--- src/rtl/i2c_tgt_pkg.sv ---
package i2c_tgt_pkg;
  typedef enum logic [2:0] {
    ST_IDLE, ST_ADDR, ST_RX, ST_TX, ST_ACK, ST_STALL, ST_HOLD
  } tgt_state_e;

  localparam int CMD_STALL_EN = 0;
  localparam int CMD_ACK_EN   = 3;
  localparam int CMD_MASK_EVT = 4;
  localparam int CMD_CLR_EVT  = 6;

  localparam int STAT_RW_BIT   = 2;
  localparam int STAT_ACK_BIT  = 3;
  localparam int STAT_STOP_BIT = 5;

  localparam int EV_CMD_BIT = 0;
  localparam int EV_DAT_BIT = 1;
endpackage

--- src/rtl/i2c_tgt_sync.sv ---
module i2c_tgt_sync #(
  parameter int LINES  = 2,
  parameter int STAGES = 2
) (
  input  logic             clk,
  input  logic             rst_n,
  input  logic [LINES-1:0] d,
  output logic [LINES-1:0] q
);
  for (genvar g = 0; g < LINES; g++) begin : g_line
    logic [STAGES-1:0] sr;
    always_ff @(posedge clk or negedge rst_n) begin
      if (!rst_n) sr <= '1;
      else        sr <= {sr[STAGES-2:0], d[g]};
    end
    assign q[g] = sr[STAGES-1];
  end
endmodule

--- src/rtl/i2c_tgt_host.sv ---
module i2c_tgt_host import i2c_tgt_pkg::*; #(
  parameter int BYTE_W = 8
) (
  input  logic              clk,
  input  logic              rst_n,
  input  logic              adr_wr,
  input  logic [BYTE_W-1:0] adr_wdata,
  input  logic              cmd_wr,
  input  logic              cmd_hi,
  input  logic [2*BYTE_W-1:0] cmd_wdata,
  input  logic              set_cmd,
  input  logic              set_dat,
  input  logic              set_stop,
  input  logic              rw_in,
  input  logic              ack_in,
  input  logic [BYTE_W-1:0] rx_in,
  output logic [BYTE_W-2:0] own_addr,
  output logic              ack_en,
  output logic              stall_en,
  output logic [BYTE_W-1:0] tx_byte,
  output logic              ev_pend,
  output logic [1:0]        evt_flags,
  output logic [7:0]        stat_flags,
  output logic [BYTE_W-1:0] rx_byte,
  output logic              irq
);
  logic ev_cmd, ev_dat, mask_q, st_stop, st_rw, st_ack, clr;
  logic unused_bits;

  assign clr = cmd_wr & cmd_wdata[CMD_CLR_EVT];
  assign unused_bits = ^{adr_wdata[0], cmd_wdata[7], cmd_wdata[5], cmd_wdata[2:1]};

  always_ff @(posedge clk or negedge rst_n) begin
    if (!rst_n) begin
      own_addr <= '0;
      ack_en   <= 1'b0;
      stall_en <= 1'b0;
      mask_q   <= 1'b1;
      tx_byte  <= '1;
    end else begin
      if (adr_wr) own_addr <= adr_wdata[BYTE_W-1:1];
      if (cmd_wr) begin
        ack_en   <= cmd_wdata[CMD_ACK_EN];
        stall_en <= cmd_wdata[CMD_STALL_EN];
        mask_q   <= cmd_wdata[CMD_MASK_EVT];
        if (cmd_hi) tx_byte <= cmd_wdata[2*BYTE_W-1:BYTE_W];
      end
    end
  end

  always_ff @(posedge clk or negedge rst_n) begin
    if (!rst_n) begin
      ev_cmd  <= 1'b0;
      ev_dat  <= 1'b0;
      st_stop <= 1'b0;
      st_rw   <= 1'b0;
      st_ack  <= 1'b0;
      rx_byte <= '0;
    end else begin
      ev_cmd <= set_cmd | (ev_cmd & ~clr);
      ev_dat <= set_dat | (ev_dat & ~clr);
      if (set_cmd | set_dat) begin
        st_stop <= set_stop;
        if (!set_stop) begin
          st_rw  <= rw_in;
          st_ack <= ack_in;
        end
      end
      if (set_dat && !rw_in) rx_byte <= rx_in;
    end
  end

  assign ev_pend   = ev_cmd | ev_dat;
  assign evt_flags = {ev_dat, ev_cmd};
  assign irq       = ev_pend & ~mask_q;

  always_comb begin
    stat_flags = '0;
    stat_flags[STAT_STOP_BIT] = st_stop;
    stat_flags[STAT_ACK_BIT]  = st_ack;
    stat_flags[STAT_RW_BIT]   = st_rw;
  end


  evt_clear_chk: assert property (@(posedge clk) disable iff (!rst_n)
    (clr && !set_cmd && !set_dat) |=> (evt_flags == 2'b00));


  irq_cause_chk: assert property (@(posedge clk) disable iff (!rst_n)
    $rose(irq) |-> $past(set_cmd || set_dat || cmd_wr));
endmodule

--- src/rtl/i2c_tgt_fsm.sv ---
module i2c_tgt_fsm import i2c_tgt_pkg::*; #(
  parameter int BYTE_W = 8
) (
  input  logic              clk,
  input  logic              rst_n,
  input  logic              scl_s,
  input  logic              sda_s,
  input  logic [BYTE_W-2:0] own_addr,
  input  logic              ack_en,
  input  logic              stall_en,
  input  logic [BYTE_W-1:0] tx_byte,
  input  logic              ev_pend,
  output logic              scl_oe,
  output logic              sda_oe,
  output logic              set_cmd,
  output logic              set_dat,
  output logic              set_stop,
  output logic              rw_out,
  output logic              ack_out,
  output logic [BYTE_W-1:0] rx_out
);
  localparam int CNT_W = $clog2(BYTE_W + 1);
  localparam logic [CNT_W-1:0] CNT_FULL = CNT_W'(BYTE_W);

  tgt_state_e state;
  logic scl_p, sda_p;
  logic rise, fall, start_c, stop_c, hit_stop, ack_end, adr_hit;
  logic [BYTE_W-1:0] sh;
  logic [CNT_W-1:0]  cnt;
  logic addr_ph, rw_q, ack_q;

  always_ff @(posedge clk or negedge rst_n) begin
    if (!rst_n) begin
      scl_p <= 1'b1;
      sda_p <= 1'b1;
    end else begin
      scl_p <= scl_s;
      sda_p <= sda_s;
    end
  end

  assign rise     = scl_s & ~scl_p;
  assign fall     = ~scl_s & scl_p;
  assign start_c  = scl_s & scl_p & sda_p & ~sda_s;
  assign stop_c   = scl_s & scl_p & ~sda_p & sda_s;
  assign hit_stop = stop_c && (state != ST_IDLE);
  assign ack_end  = (state == ST_ACK) && fall;
  assign adr_hit  = (own_addr != '0) && (sh[BYTE_W-1:1] == own_addr);

  assign set_cmd  = hit_stop | (ack_end & addr_ph);
  assign set_dat  = ack_end & ~addr_ph;
  assign set_stop = hit_stop;
  assign rw_out   = rw_q;
  assign ack_out  = ack_q;
  assign rx_out   = sh;

  always_ff @(posedge clk or negedge rst_n) begin
    if (!rst_n) begin
      state   <= ST_IDLE;
      sh      <= '0;
      cnt     <= '0;
      addr_ph <= 1'b0;
      rw_q    <= 1'b0;
      ack_q   <= 1'b0;
      sda_oe  <= 1'b0;
      scl_oe  <= 1'b0;
    end else if (hit_stop) begin
      state  <= ST_IDLE;
      sda_oe <= 1'b0;
      scl_oe <= 1'b0;
    end else if (start_c) begin
      state   <= ST_ADDR;
      cnt     <= '0;
      addr_ph <= 1'b1;
      sda_oe  <= 1'b0;
      scl_oe  <= 1'b0;
    end else begin
      case (state)
        ST_ADDR, ST_RX: begin
          if (rise) begin
            sh  <= {sh[BYTE_W-2:0], sda_s};
            cnt <= cnt + 1'b1;
          end else if (fall && cnt == CNT_FULL) begin
            if (state == ST_RX) begin
              sda_oe <= ack_en;
              state  <= ST_ACK;
            end else if (adr_hit) begin
              sda_oe <= 1'b1;
              rw_q   <= sh[0];
              state  <= ST_ACK;
            end else begin
              state <= ST_IDLE;
            end
          end
        end
        ST_TX: begin
          if (fall) begin
            if (cnt == CNT_FULL) begin
              sda_oe <= 1'b0;
              state  <= ST_ACK;
            end else begin
              sda_oe <= ~sh[BYTE_W-2];
              sh     <= {sh[BYTE_W-2:0], 1'b0};
              cnt    <= cnt + 1'b1;
            end
          end
        end
        ST_ACK: begin
          if (rise) begin
            ack_q <= ~sda_s;
          end else if (fall) begin
            sda_oe <= 1'b0;
            scl_oe <= stall_en;
            state  <= ST_STALL;
          end
        end
        ST_STALL: begin
          if (!ev_pend || !stall_en) begin
            scl_oe  <= 1'b0;
            addr_ph <= 1'b0;
            cnt     <= '0;
            if (rw_q && (addr_ph || ack_q)) begin
              state  <= ST_TX;
              sh     <= tx_byte;
              sda_oe <= ~tx_byte[BYTE_W-1];
              cnt    <= CNT_W'(1);
            end else if (rw_q) begin
              state <= ST_HOLD;
            end else begin
              state <= ST_RX;
            end
          end
        end
        default: ;
      endcase
    end
  end


  addr_match_chk: assert property (@(posedge clk) disable iff (!rst_n)
    (set_cmd && !set_stop) |-> (own_addr != '0));


  idle_release_chk: assert property (@(posedge clk) disable iff (!rst_n)
    (state == ST_IDLE) |-> (!sda_oe && !scl_oe));


  stall_release_chk: assert property (@(posedge clk) disable iff (!rst_n)
    (scl_oe && !ev_pend) |=> !scl_oe);


  stall_hold_chk: assert property (@(posedge clk) disable iff (!rst_n)
    (scl_oe && ev_pend && stall_en && !scl_s) |=> scl_oe);
endmodule

--- src/rtl/i2c_stall_target.sv ---
module i2c_stall_target #(
  parameter int BYTE_W      = 8,
  parameter int SYNC_STAGES = 2
) (
  input  logic              clk,
  input  logic              rst_n,
  input  logic              scl_i,
  input  logic              sda_i,
  output logic              scl_drive_low,
  output logic              sda_drive_low,
  input  logic              adr_wr,
  input  logic [BYTE_W-1:0] adr_wdata,
  input  logic              cmd_wr,
  input  logic              cmd_hi,
  input  logic [2*BYTE_W-1:0] cmd_wdata,
  output logic [1:0]        evt_flags,
  output logic [7:0]        stat_flags,
  output logic [BYTE_W-1:0] rx_byte,
  output logic              irq
);
  logic scl_s, sda_s;
  logic [BYTE_W-2:0] own_addr;
  logic [BYTE_W-1:0] tx_byte, rx_raw;
  logic ack_en, stall_en, ev_pend;
  logic set_cmd, set_dat, set_stop, rw_w, ack_w;

  i2c_tgt_sync #(.LINES(2), .STAGES(SYNC_STAGES)) u_sync (
    .clk(clk), .rst_n(rst_n), .d({sda_i, scl_i}), .q({sda_s, scl_s})
  );

  i2c_tgt_fsm #(.BYTE_W(BYTE_W)) u_fsm (
    .clk(clk), .rst_n(rst_n), .scl_s(scl_s), .sda_s(sda_s),
    .own_addr(own_addr), .ack_en(ack_en), .stall_en(stall_en),
    .tx_byte(tx_byte), .ev_pend(ev_pend),
    .scl_oe(scl_drive_low), .sda_oe(sda_drive_low),
    .set_cmd(set_cmd), .set_dat(set_dat), .set_stop(set_stop),
    .rw_out(rw_w), .ack_out(ack_w), .rx_out(rx_raw)
  );

  i2c_tgt_host #(.BYTE_W(BYTE_W)) u_host (
    .clk(clk), .rst_n(rst_n), .adr_wr(adr_wr), .adr_wdata(adr_wdata),
    .cmd_wr(cmd_wr), .cmd_hi(cmd_hi), .cmd_wdata(cmd_wdata),
    .set_cmd(set_cmd), .set_dat(set_dat), .set_stop(set_stop),
    .rw_in(rw_w), .ack_in(ack_w), .rx_in(rx_raw),
    .own_addr(own_addr), .ack_en(ack_en), .stall_en(stall_en),
    .tx_byte(tx_byte), .ev_pend(ev_pend), .evt_flags(evt_flags),
    .stat_flags(stat_flags), .rx_byte(rx_byte), .irq(irq)
  );
endmodule

--- config.mk ---
export PLATFORM = sky130hd
export DESIGN_NAME = i2c_stall_target
export DESIGN_NICKNAME = d
export VERILOG_FILES = /design/src/rtl/i2c_tgt_pkg.sv /design/src/rtl/i2c_tgt_sync.sv /design/src/rtl/i2c_tgt_host.sv /design/src/rtl/i2c_tgt_fsm.sv /design/src/rtl/i2c_stall_target.sv
export SDC_FILE = /design/constraint.sdc
export NUM_CORES = 1
export LEC_CHECK = 0
export BUFFER_PORTS_ARGS = -buffer_cell sky130_fd_sc_hd__clkbuf_2
export CORE_ASPECT_RATIO = 1.5
export CORE_UTILIZATION = 54
export DETAILED_ROUTE_END_ITERATION = 10
export GPL_TIMING_DRIVEN = 1
export PLACE_DENSITY = 0.84
export SLEW_MARGIN = 20
export SYNTH_ARGS = -nofsm -noshare
export SYNTH_HDL_FRONTEND = slang
export SYNTH_SLANG_ARGS = --single-unit
--- constraint.sdc ---
create_clock -name clk -period 1.9 [get_ports clk]
set_input_delay 0.38 -clock clk [delete_from_list [all_inputs] [get_ports clk]]
set_output_delay 0.38 -clock clk [all_outputs]
set_load 0.01 [all_outputs]
==> reports/qor.yml <==
fmax_ghz: 0.535
initial_core_util_pct: 55.8
cts_tree: "yes"
netlist_area_um2: 2840
num_antenna_cells: 0
die_x_um: 61.2
yosysWarnings: 0
nets: 349
setup_tns_ps: 0
ir_drop_mv: 0.774
setup_viol: 0
synth-async-reset-ratio_pct: 100
grt_pass1_wl_mm: 10.3
num_vias: 2184
cts.sinks: 57
r2r-end: "u_fsm.state[2]"
setup.worst_path.class: "flip-flop to flip-flop"
rr_worst_depth: 5
slew_violations: 0
cts-buffers-inserted: 9
drt_wl_total_mm: 6.43
worstSkewPairLatency_ps: 350
maxCapViolCount: 0
synth_cells: 253
arrival_ps: 2110
htreeDepth: 3
drive_gt1_share_pct: 45.8
yosys.area.top_type: "dfrtp_1"
synth_area_leaders: "dfrtp_1 (37%), mux2_2 (14%), dfstp_2 (14%)"
hold_viol: 0
period_needed_ps: 1870
io_buffers: 41
seq_area_frac_synth_pct: 50.9
grt_setup_unrepaired: "true"
utilization_pct: 68.8
post-place-cells: 370
drtIter0Drc: 103
die_h_um: 90.8
final_cells: 389
grt_max_degree: 38
yosysMostFrequentCell: "dfrtp_1"
worstMarginPinSlew_ps: 562
ys_types: 52
totalPowerFinal_uw: 4380
clk_path_buf_depth: 2
holdCritPathClass: "input pin to asynchronous set/reset pin"
ys_ff_latch: 57
synth_edf_count: 0
yosys.area.top_type_share_pct: 37.0
grt-ovfl-total: 0
syn_avg_cell_area_um2: 11.2
grt_pass1_vias: 2236
drc: 0
via_per_inst: 5.61
crit_path_end_kind: "flip-flop"
gp_congestion: 0.927
fin_crit_sh_pct: 98.4
clk_pin_slew_ps: 70
antenna_left: 0
grt_util_all_layers_pct: 26.3
slew_headroom_pct: 62.5
hold_buffers: 0
cts_root_buf: "clkbuf_8"
core_area_um2: 5080
ys.flop_type: "dfrtp_1"
wl_per_cell_um: 16.5
cp_max_fo: 8
p_per_area_nw_per_um2: 1250
setup.worst_path.end: "u_fsm.state[2]"
start_kind: "flip-flop"
area_growth_pct: 23.3
place_hpwl_mm: 4.55
p_leak_uw: 0.00165
core.rowCount: 32
worst-r2r-setup-slack_ps: 30
io_pins: 52
skew_ps: 10.7
synthTopCellsByCount: "dfrtp_1 (42), nand2_1 (37), mux2_2 (36), dfstp_2 (15), buf_4 (11)"
critical_path.startpoint: "u_sync.g_line[0].sr[1]"
status: "completed"
timing.rr.start: "u_sync.g_line[0].sr[1]"
dieArea_um2: 5560
antenna_found_initial: 0
dr.pass1.iters: 4
cp.required_ps: 2140
## area by class of cell
class,count,area [µm²]
fillers,418,1590
flip-flops and latches,57,1450
multi-input cells,174,1300
repair buffers,65,410
clock buffers,11,141
well taps,68,85.1
clock inverters,5,78.8
inverters,9,35.0
## through the flow
stage                     setup WS [ps]  cell area (µm²)  hold slack, ps
after floorplan                     155             2850            84.4
after global routing              -20.7             3500            46.0
after global placement             27.0             3200             345
final                              31.1             3500            11.0
after detailed placement          -11.4             3200             349
after CTS                          5.70             3460            21.1
## where the power goes
| group | total [µW] | internal [µW] | switching (µW) |
|---|---|---|---|
| Sequential | 1740 | 1480 | 262 |
| Combinational | 1390 | 676 | 710 |
| Clock | 1260 | 771 | 485 |
| Total | 4380 | 2930 | 1460 |
## state kept, by name, indices dropped and copies added, names as in the netlist, 3 cells and up
register and flops:
u_fsm.rx_out 8, u_host.rx_byte 8, u_host.tx_byte 8, u_host.own_addr 7, u_fsm.cnt 4, u_sync.g_line.sr 4
u_fsm.state 3
## worst max-delay path: stages (launching register included)
cell and delay (ps):
dfstp_2 590, and2b_2 280, o211a_1 260, nor3_4 370
a21oi_1 90, o22a_1 190
## timing repair
action | CTS | global route
buffers inserted | 1 | 2
resized for setup | 3 | 4
pin swaps | 1 | 4
setup endpoints to repair | 3 | 14
## logic make-up after synthesis
logic type | after synthesis | synth area share [%]
AO/OA/AOI/OAI | 40 | 9.57
XOR/XNOR | 7 | 2.16
adder cells (fa/ha/maj) | 3 | 1.23
buffers and inverters | 26 | 5.07
flip-flops | 57 | 50.9
multiplexers | 39 | 15.3
other | 1 | 0.132
AND/OR/NAND/NOR | 80 | 15.6
## per-layer routing
metal	vias to the layer above	global-route usage, %	wire length [µm]
li1	1014	-	-
met1	1075	27.9	2460
met2	76	44.1	3440
met3	19	8.60	280
met4	0	13.8	245
met5	-	0	0
## worst min path at each step
stage               cells after the start                     end                   start
CTS                                     1           u_fsm.addr_ph                   rst_n
global route                            1           u_host.ev_cmd                   rst_n
detailed placement                      0  u_sync.g_line[1].sr[1]  u_sync.g_line[1].sr[0]
finish                                  1           u_fsm.addr_ph                   rst_n
floorplan                               0           u_fsm.ack_out                   rst_n
global placement                        0  u_sync.g_line[0].sr[1]  u_sync.g_line[0].sr[0]
## placed cells by master (no fill, tap or decap), types with 4 or more instances in the layout
| cell | n |
|---|---|
| conb_1 | 5 |
| clkbuf_2 | 41 |
| nand3_1 | 4 |
| nand2_1 | 37 |
| nor2b_1 | 5 |
| clkbuf_8 | 10 |
| xor2_1 | 7 |
| dfrtp_1 | 42 |
| inv_1 | 8 |
| o21ai_0 | 9 |
| dfstp_2 | 15 |
| mux2_2 | 36 |
| buf_4 | 22 |
| nor3_1 | 4 |
| a21oi_1 | 8 |
| nor2_1 | 7 |
No activity file was read; power rests on OpenSTA's default activity.
